### src/rtl/otp_prog_pkg.sv
package otp_prog_pkg;

    localparam int WORD_W    = 16;
    localparam int SEG_WORDS = 4;
    localparam int ADDR_W    = 3;
    localparam int LOCK_ADDR = 4;
    localparam int SEG_BIT   = 1;
    localparam int SEC_BIT   = 2;

    typedef enum logic [7:0] {
        CMD_READ_ARRAY   = 8'hFF,
        CMD_READ_STATUS  = 8'h70,
        CMD_CLEAR_STATUS = 8'h50,
        CMD_OTP_SETUP    = 8'hC0
    } otp_cmd_e;

    typedef enum logic [1:0] {
        ST_IDLE,
        ST_SETUP,
        ST_BUSY
    } ctl_state_e;

    typedef enum logic {
        RD_ARRAY,
        RD_STATUS
    } rd_mode_e;

    typedef struct packed {
        logic [ADDR_W-1:0] addr;
        logic [WORD_W-1:0] data;
    } prog_req_t;

    typedef struct packed {
        logic       ready;
        logic [1:0] rsv_hi;
        logic       prog_err;
        logic [3:0] rsv_lo;
    } status_t;

    function automatic logic [WORD_W-1:0] otp_merge(input logic [WORD_W-1:0] old_w,
                                                    input logic [WORD_W-1:0] new_w);
        return old_w & new_w;
    endfunction

    function automatic status_t make_status(input logic ready, input logic err);
        status_t s;
        s          = '0;
        s.ready    = ready;
        s.prog_err = err;
        return s;
    endfunction

endpackage

### src/rtl/otp_store.sv
module otp_store
    import otp_prog_pkg::*;
(
    input  logic              clk,
    input  logic              rst,
    input  logic              commit,
    input  prog_req_t         req,
    input  logic [ADDR_W-1:0] rd_addr,
    output logic              reject,
    output logic [WORD_W-1:0] rd_word,
    output logic              seg_lock,
    output logic              sec_lock
);

    localparam int                IDX_W    = $clog2(SEG_WORDS);
    localparam logic [ADDR_W-1:0] SEG_LAST = ADDR_W'(SEG_WORDS - 1);
    localparam logic [ADDR_W-1:0] LOCK_A   = ADDR_W'(LOCK_ADDR);

    logic [SEG_WORDS-1:0][WORD_W-1:0] seg_q;
    logic [WORD_W-1:0]                lock_q;
    logic [SEG_WORDS-1:0]             word_hit;
    logic                             tgt_seg;
    logic                             tgt_lock;
    logic                             sec_bit_hit;

    for (genvar w = 0; w < SEG_WORDS; w++) begin : g_hit
        assign word_hit[w] = (req.addr == ADDR_W'(w));
    end

    assign seg_lock    = ~lock_q[SEG_BIT];
    assign sec_lock    = ~lock_q[SEC_BIT];
    assign tgt_seg     = (req.addr <= SEG_LAST);
    assign tgt_lock    = (req.addr == LOCK_A);
    assign sec_bit_hit = lock_q[SEC_BIT] & ~req.data[SEC_BIT];

    always_comb begin
        reject = 1'b0;
        if (!tgt_seg && !tgt_lock) begin
            reject = 1'b1;
        end else if (tgt_seg && seg_lock) begin
            reject = 1'b1;
        end else if (tgt_lock && seg_lock && sec_bit_hit) begin
            reject = 1'b1;
        end
    end

    always_ff @(posedge clk) begin
        if (rst) begin
            seg_q  <= '1;
            lock_q <= '1;
        end else if (commit && !reject) begin
            for (int w = 0; w < SEG_WORDS; w++) begin
                if (word_hit[w]) begin
                    seg_q[w] <= otp_merge(seg_q[w], req.data);
                end
            end
            if (tgt_lock) begin
                lock_q <= otp_merge(lock_q, req.data);
            end
        end
    end

    always_comb begin
        if (rd_addr <= SEG_LAST) begin
            rd_word = seg_q[rd_addr[IDX_W-1:0]];
        end else if (rd_addr == LOCK_A) begin
            rd_word = lock_q;
        end else begin
            rd_word = '0;
        end
    end


    seg_no_rise_chk: assert property (@(posedge clk) disable iff (rst)
        1'b1 |=> ((seg_q & ~$past(seg_q)) == '0));


    seg_frozen_chk: assert property (@(posedge clk) disable iff (rst)
        seg_lock |=> $stable(seg_q));


    lock_chain_chk: assert property (@(posedge clk) disable iff (rst)
        (seg_lock && !sec_lock) |=> !sec_lock);


    sec_keep_chk: assert property (@(posedge clk) disable iff (rst)
        sec_lock |=> sec_lock);


    bad_addr_chk: assert property (@(posedge clk) disable iff (rst)
        (commit && req.addr > LOCK_A) |=> ($stable(seg_q) && $stable(lock_q)));

endmodule

### src/rtl/otp_cmd_ctl.sv
module otp_cmd_ctl
    import otp_prog_pkg::*;
#(
    parameter int BUSY_CYC = 16
) (
    input  logic              clk,
    input  logic              rst,
    input  logic              wr_en,
    input  logic [ADDR_W-1:0] wr_addr,
    input  logic [WORD_W-1:0] wr_data,
    input  logic              reject,
    output logic              commit,
    output prog_req_t         req,
    output status_t           status,
    output rd_mode_e          rd_mode
);

    localparam int               CNT_W    = $clog2(BUSY_CYC + 1);
    localparam logic [CNT_W-1:0] CNT_LOAD = CNT_W'(BUSY_CYC);
    localparam logic [CNT_W-1:0] CNT_ONE  = CNT_W'(1);

    ctl_state_e       state_q;
    rd_mode_e         rd_mode_q;
    prog_req_t        req_q;
    logic [CNT_W-1:0] cnt_q;
    logic             err_q;
    logic [7:0]       code;

    assign code    = wr_data[7:0];
    assign commit  = (state_q == ST_BUSY) && (cnt_q == CNT_ONE);
    assign req     = req_q;
    assign rd_mode = rd_mode_q;
    assign status  = make_status(state_q != ST_BUSY, err_q);

    always_ff @(posedge clk) begin
        if (rst) begin
            state_q   <= ST_IDLE;
            rd_mode_q <= RD_ARRAY;
            req_q     <= '0;
            cnt_q     <= '0;
            err_q     <= 1'b0;
        end else begin
            case (state_q)
                ST_IDLE: begin
                    if (wr_en) begin
                        case (code)
                            CMD_READ_ARRAY:   rd_mode_q <= RD_ARRAY;
                            CMD_READ_STATUS:  rd_mode_q <= RD_STATUS;
                            CMD_CLEAR_STATUS: err_q     <= 1'b0;
                            CMD_OTP_SETUP:    state_q   <= ST_SETUP;
                            default: ;
                        endcase
                    end
                end
                ST_SETUP: begin
                    if (wr_en) begin
                        req_q     <= '{addr: wr_addr, data: wr_data};
                        cnt_q     <= CNT_LOAD;
                        rd_mode_q <= RD_STATUS;
                        state_q   <= ST_BUSY;
                    end
                end
                ST_BUSY: begin
                    cnt_q <= cnt_q - CNT_ONE;
                    if (cnt_q == CNT_ONE) begin
                        state_q <= ST_IDLE;
                        if (reject) begin
                            err_q <= 1'b1;
                        end
                    end
                end
                default: state_q <= ST_IDLE;
            endcase
        end
    end


    start_loads_chk: assert property (@(posedge clk) disable iff (rst)
        $rose(state_q == ST_BUSY) |-> (rd_mode_q == RD_STATUS && cnt_q == CNT_LOAD));


    busy_ignores_chk: assert property (@(posedge clk) disable iff (rst)
        (state_q == ST_BUSY && wr_en) |=> ($stable(rd_mode_q) && $stable(req_q)));


    err_sticky_chk: assert property (@(posedge clk) disable iff (rst)
        (err_q && !wr_en) |=> err_q);

endmodule

### src/rtl/otp_prot_prog.sv
module otp_prot_prog
    import otp_prog_pkg::*;
#(
    parameter int BUSY_CYC = 16
) (
    input  logic              clk,
    input  logic              rst,
    input  logic              wr_en,
    input  logic [ADDR_W-1:0] addr,
    input  logic [WORD_W-1:0] wdata,
    output logic [WORD_W-1:0] rdata,
    output logic              seg_locked,
    output logic              sec_locked
);

    logic              commit;
    logic              reject;
    prog_req_t         req;
    status_t           status;
    rd_mode_e          rd_mode;
    logic [WORD_W-1:0] arr_word;

    otp_cmd_ctl #(.BUSY_CYC(BUSY_CYC)) ctl_i (
        .clk     (clk),
        .rst     (rst),
        .wr_en   (wr_en),
        .wr_addr (addr),
        .wr_data (wdata),
        .reject  (reject),
        .commit  (commit),
        .req     (req),
        .status  (status),
        .rd_mode (rd_mode)
    );

    otp_store store_i (
        .clk      (clk),
        .rst      (rst),
        .commit   (commit),
        .req      (req),
        .rd_addr  (addr),
        .reject   (reject),
        .rd_word  (arr_word),
        .seg_lock (seg_locked),
        .sec_lock (sec_locked)
    );

    assign rdata = (rd_mode == RD_STATUS) ? {{(WORD_W - 8){1'b0}}, status} : arr_word;

endmodule

### config.mk
export PLATFORM = sky130hd
export DESIGN_NAME = otp_prot_prog
export DESIGN_NICKNAME = d
export VERILOG_FILES = /design/src/rtl/otp_prog_pkg.sv /design/src/rtl/otp_store.sv /design/src/rtl/otp_cmd_ctl.sv /design/src/rtl/otp_prot_prog.sv
export SDC_FILE = /design/constraint.sdc
export NUM_CORES = 1
export LEC_CHECK = 0
export ABC_CLOCK_PERIOD_IN_PS = 3700
export BUFFER_PORTS_ARGS = -buffer_cell sky130_fd_sc_hd__buf_2
export CAP_MARGIN = 20
export CELL_PAD_IN_SITES_DETAIL_PLACEMENT = 1
export CELL_PAD_IN_SITES_GLOBAL_PLACEMENT = 2
export CORE_MARGIN = 4
export CORE_UTILIZATION = 40
export DETAILED_ROUTE_END_ITERATION = 10
export PLACE_DENSITY_LB_ADDON = 0.3
export SETUP_SLACK_MARGIN = 0.5
export SLEW_MARGIN = 20
export SYNTH_ARGS = -nofsm -noshare
export SYNTH_HDL_FRONTEND = slang
export SYNTH_HIERARCHICAL = 1
export SYNTH_SLANG_ARGS = --single-unit
### constraint.sdc
create_clock -name clk -period 3.7 [get_ports clk]
set_clock_uncertainty 0.2 [all_clocks]
set_input_delay 0.555 -clock clk [delete_from_list [all_inputs] [get_ports clk]]
set_output_delay 0.555 -clock clk [all_outputs]
set_load 0.005 [all_outputs]
==> out/qor.txt, run 1 <==
Post-Syn Area: 4790 µm²
distinct cell type count of the synthesized netlist: 49
Synth async-reset ratio: 0
# Post-CTS Setup Buffers: 0
GRT overflow: 0
hpwl dp: 8550 µm
pin count of the biggest net entering global routing: 61
Clock Path Buffers: 2
area grow syn2layout: 11.3%
syn_area_per_cell: 9.23 µm²
fill count: 1318
count of final hold-check violations: 0
Max Freq: 344 MHz
via density per instance: 5.70
Layout Nets: 556
CTS Hold Buffers Added: 0
FF/Latch Area: 2160 µm²
run status: finished clean
Max-cap violations: 0
TritonCTS clock tree: yes
VDD IR max: 248 µV
Setup Total Neg Slack: 0 ns
Worst setup EP type: output pin
Worst Setup Start Kind: primary input
gr usage total: 0.197
antenna diode count: 0
required time of the critical path: 2.94 ns
Post-synth top cells: dfxtp_1, nand2_1, a21oi_1, o31ai_1
largest cells by area after synthesis: dfxtp_1, mux2i_1, o22a_1
Port-buffer cells: 39
clock sink count: 108
share of the synthesized area in the top cell type: 0.451
Worst slew margin: 0.395
initial antenna violation count: 0
top-count cell post-synth: dfxtp_1
clock latency on the worst-skew pair: 0.35 ns
met1 Usage GRT: 0.256
clock-pin slew on the worst setup and hold paths: 0.07 ns
Final Critical Period: 2.91 ns
Die X: 117 µm
Main synth FF type: dfxtp_1
gpl congestion: 0.764
cell count after synthesis: 519
Ports: 40
Die Ht: 117 µm
Final ANT Viol Nets: 0
Starting Density: 0.414
share of cells above drive strength 1: 0.160
die area: 13800 µm²
setup violators final: 0
register area share after synthesis: 0.451
WP data arrival: 2.15 ns
multi-input logic area: 2340 µm²
# H-tree levels: 3
CP Class: primary input to output pin
Vias: 3875
Slew Viols, Final: 0
FF+latch count, synth: 108
num rows: 39
RSZ-0062 raised after global routing: no
Hold Crit Class: primary input to register
TritonRoute pass-1 iters: 4
PostCTS Resize Cnt: 0
drt drc: 0
Worst-Margin Slew: 0.905 ns
routed wire length: 13200 µm
first-pass GRT wire length: 21700 µm
met2 usage: 0.336
vias in the first global route: 4109
PD cells: 454 nW/µm²
core area: 11600 µm²
Most Used Layer, Global Route: met2
Iteration-0 DRC Markers: 136
utilization after layout: 0.461
P_leak: 1.98 nW
TritonCTS buffer count: 9
global routing usage on met3: 0.0279
worst-path fanout max: 17
Post-synth EDFFs: 0
CTS root buf: clkbuf_16
fin crit share: 0.786
post-synth top area cell: dfxtp_1
wire per inst: 19.4 µm
Ys Warns: 6
-- power by group --
group	internal [mW]	switching, mW
clock network	0.680	0.434
registers	1.16	0.000585
logic	0.0616	0.0832
total	1.90	0.518
-- metrics by stage --
step	std cells	area, µm²	power (mW)	worst slack, ns	hold slack [ns]
2_1_floorplan	524	4810	1.28	1.29	0.234
3_3_place_gp	664	4980	1.33	0.812	0.241
3_5_place_dp	664	4980	1.34	0.767	0.248
4_1_cts	680	5330	2.45	0.786	0.224
5_1_grt	680	5330	2.51	0.718	0.227
6_report	680	5330	2.42	0.790	0.236
-- cell usage in the layout, fill, tap and decap left out, types with 2 or more instances in the layout --
cell,count
o21ai_0,17
and2b_2,8
o31ai_1,33
inv_1,5
or2_2,2
mux2_2,6
a21o_1,2
o22a_1,31
o2bb2ai_1,16
nor4b_1,2
a31oi_1,2
nor3_1,3
nor2b_1,5
mux2_4,2
o21a_1,18
mux2i_1,32
conb_1,6
nand3_1,3
clkbuf_16,9
a41oi_1,2
nand2b_1,2
a21oi_1,39
ha_1,2
buf_2,39
bufinv_16,3
nand3b_1,4
buf_4,8
dfxtp_1,108
nand2_1,72
nor2_1,32
or3_1,3
-- registers in the layout, summed over array words and instances (netlist names) --
| name | flops |
|---|---|
| ctl_i/err_q | 1 |
| ctl_i/state_q | 2 |
| ctl_i/req | 19 |
| ctl_i/rd_mode | 1 |
| store_i/seg_q | 64 |
| store_i/lock_q | 16 |
| ctl_i/cnt_q | 5 |
-- layer usage --
| metal | wire length [µm] | share of wire |
|---|---|---|
| met5 | 0 | 0 |
| met4 | 173 | 0.013 |
| met3 | 259 | 0.020 |
| met2 | 6450 | 0.49 |
| met1 | 6290 | 0.48 |
-- path summary, 6_finish.rpt --
path                        endpoint               from  slack [ns]  cells after the start
setup reg to reg  store_i/lock_q[14]     ctl_i/cnt_q[1]        0.91                      7
setup / recovery            rdata[9]            addr[0]        0.79                      7
hold reg to reg    store_i/seg_q[47]  store_i/seg_q[47]        0.26                      2
hold / removal         ctl_i/req[11]          wdata[11]        0.24                      3
-- layout make-up --
class,count,share of cell area
clock buffers,10,0.0448
clock inverters,6,0.0209
inverters,7,0.00493
multi-input cells,358,0.439
flip-flops and latches,108,0.405
well taps,143,0.0336
repair buffers,48,0.0516
-- logic make-up (layout without fill, tap and decap cells) --
kind of cell	count (synthesis)	after routing	share of synthesized area
other	1	6	0.000783
AO/OA/AOI/OAI	164	164	0.241
adder cells (fa/ha/maj)	2	2	0.00522
buffers and inverters	58	71	0.0645
flip-flops	108	108	0.451
AND/OR/NAND/NOR	146	146	0.150
multiplexers	40	40	0.0872
-- worst max-delay path: stages --
cell and delay, ns:
buf_2 0.48, buf_4 0.29, mux2i_1 0.24, o2bb2ai_1 0.10, o21a_1 0.17, and2b_2 0.18, buf_2 0.12
Power figures use the tool's default switching activity.
==> run 2, diff against run 1 <==
--- a/config.mk
+++ b/config.mk
@@ -5,13 +5,13 @@
 export SDC_FILE = /design/constraint.sdc
 export NUM_CORES = 1
 export LEC_CHECK = 0
-export ABC_CLOCK_PERIOD_IN_PS = 3700
+export ABC_CLOCK_PERIOD_IN_PS = 2500
 export BUFFER_PORTS_ARGS = -buffer_cell sky130_fd_sc_hd__buf_2
 export CAP_MARGIN = 20
 export CELL_PAD_IN_SITES_DETAIL_PLACEMENT = 1
 export CELL_PAD_IN_SITES_GLOBAL_PLACEMENT = 2
 export CORE_MARGIN = 4
-export CORE_UTILIZATION = 40
+export CORE_UTILIZATION = 34
 export DETAILED_ROUTE_END_ITERATION = 10
 export PLACE_DENSITY_LB_ADDON = 0.3
 export SETUP_SLACK_MARGIN = 0.5
==> constraint.sdc (replaced) <==
create_clock -name clk -period 2.5 [get_ports clk]
set_clock_uncertainty 0.2 [all_clocks]
set_input_delay 0.375 -clock clk [delete_from_list [all_inputs] [get_ports clk]]
set_output_delay 0.375 -clock clk [all_outputs]
set_load 0.005 [all_outputs]
==> out/qor.txt, run 2 (synthesis gave the netlist of run 1 again) <==
Max-cap violations: 0 (unchanged)
CTS root buf: clkbuf_16
Critical Path Source: ctl_i/cnt_q[1]
gr usage total: 0.182 (-0.0142)
Max Freq: 425 MHz
most frequent cells in the layout: dfxtp_1, nand2_1, buf_2
GRT overflow: 0 (unchanged)
first-pass GRT wire length: 23100 µm (+6.3%)
VDD IR max: 265 µV (+7.0%)
share of cells above drive strength 1: 0.327 (+0.167)
max incr delay on CP: 0.48 ns (about the same)
Slowest-stage cell, CP: or4b_4
setup violators final: 0 (unchanged)
worst-path fanout max: 16 (-1)
wire per inst: 20.7 µm (+6.8%)
Die X: 127 µm (+7.9%)
clock latency on the worst-skew pair: 0.36 ns (about the same)
via density per instance: 5.42 (-4.8%)
gpl congestion: 0.753 (-1.5%)
routed wire length: 15500 µm (+17%)
drt drc: 0 (unchanged)
initial antenna violation count: 0 (unchanged)
Largest register FFs: 64 (unchanged)
# H-tree levels: 3 (unchanged)
Iteration-0 DRC Markers: 145 (+6.6%)
CTS Hold Buffers Added: 0 (unchanged)
met3 WL: 557 µm (+120%)
core area: 13800 µm² (+20%)
Most flops, register: store_i/seg_q
clock sink count: 108 (unchanged)
worst r2r src: ctl_i/cnt_q[1]
Worst slew margin: 0.0731 (-0.322)
Worst setup EP type: register
non-filler cells, final: 748 (+10%)
Hold Crit Class: primary input to register
Slew Viols, Final: 0 (unchanged)
Worst-Margin Slew: 1.39 ns (+0.485 ns)
Setup Total Neg Slack: 0 ns (unchanged)
RSZ-0062 raised after global routing: yes
area grow syn2layout: 32.6%
vias in the first global route: 4229 (+2.9%)
Die Ht: 127 µm (+7.9%)
Port-buffer cells: 39 (unchanged)
Layout Nets: 587 (+5.6%)
worst min-delay path startpoint: wdata[13]
fin crit share: 0.941
Clock Path Buffers: 2 (unchanged)
run status: finished clean
Worst Setup Start Kind: register
PD cells: 556 nW/µm² (+23%)
Final ANT Viol Nets: 0 (unchanged)
placed cell count: 705 (+6.2%)
required time of the critical path: 2.54 ns (-0.40 ns)
DRT met1 WL: 6460 µm (+2.7%)
hpwl dp: 8430 µm (-1.3%)
count of final hold-check violations: 0 (unchanged)
Ports: 40 (unchanged)
num rows: 43 (+10%)
Starting Density: 0.347 (-0.0678)
CP Cell Sequence: inv_2 > ha_4 > or4b_4 > nor2_4 > nand3b_1 > buf_6 > clkbuf_16 > o31ai_2 > nand2_1
antenna diode count: 0 (unchanged)
Final Critical Period: 2.35 ns
die area: 16100 µm² (+16%)
CP Class: register to register
DR top layer: met4
pin count of the biggest net entering global routing: 89 (+46%)
WP data arrival: 2.39 ns (+0.24 ns)
TritonCTS buffer count: 9 (unchanged)
WL met2: 7980 µm (+24%)
Vias: 4056 (+4.7%)
TritonRoute pass-1 iters: 4 (unchanged)
P_leak: 2.38 nW (+20%)
clock-pin slew on the worst setup and hold paths: 0.08 ns (about the same)
Largest regs: store_i/seg_q x64, ctl_i/req x19, store_i/lock_q x16
TritonCTS clock tree: yes
commonest non-fill, non-tap cell in the layout: dfxtp_1
run 2: cell types whose count changed in the layout (fill, tap and decap cells not counted), moves of 7 or more:
cell / change
o21ai_0: -9
o31ai_4: +12
dfxtp_2: +8
a21oi_2: +14
o31ai_1: -29
buf_4: +7
dfxtp_1: -8
a21oi_1: -14
o31ai_2: +17
buf_6: +8
buf_12: +8
buf_16: +7
o21ai_1: +8
run 2: routing by layer:
metal  vias up  track usage
met5         -            0
met4         0       0.0713
met3        26       0.0236
met2        65        0.321
met1      2022        0.226
li1       1943            -
run 2: timing repair:
item,4_1_cts,5_1_grt
setup endpoints to repair,95,96
setup buffers,14,2
resized for setup,56,65
pin swaps,27,14
cloned,7,3
run 2: worst max-delay path, delay by kind of cell (launching register included):
family                     cells  cell delay, ns
and+or+nand+nor                4            0.92
adders and majority gates      1            0.11
DFF                            1            0.33
AOI/OAI and AO/OA              1            0.23
buffers and inverters          3            0.45
run 2: worst paths after layout:
path / to / slack, ns / depth (start not counted)
max: store_i/seg_q[22] / 0.15 / 9
min: ctl_i/req[13] / 0.05 / 3
max reg2reg: store_i/seg_q[22] / 0.15 / 9
min reg2reg: store_i/seg_q[16] / 0.26 / 2
run 2: cell type report:
type,instances,area (µm²)
sequential,108,2170
tap,180,225
inverter,7,26.3
clock inverter,6,77.6
multi-input combinational,358,2750
clock buffer,10,239
fill,1505,7470
timing repair buffer,79,866
run 2: power breakdown:
| group | total (mW) | internal [mW] | leakage [nW] | switching, mW |
|---|---|---|---|---|
| registers | 1.72 | 1.72 | 0.873 | 0.000750 |
| clock network | 1.53 | 0.825 | 0.153 | 0.701 |
| logic | 0.291 | 0.143 | 1.36 | 0.148 |
| total | 3.54 | 2.69 | 2.38 | 0.849 |
run 2: metrics by stage:
stage	power [mW]	setup WS (ns)	instance area [µm²]	hold slack (ns)	utilization
global route	3.64	0.0912	6350	0.0509	0.460
finish	3.54	0.149	6350	0.0464	0.460
global placement	1.98	0.207	5130	0.240	0.371
floorplan	1.90	0.214	4860	0.234	-
CTS	3.56	0.183	5900	0.0363	0.426
detailed placement	1.98	0.177	5130	0.250	0.371
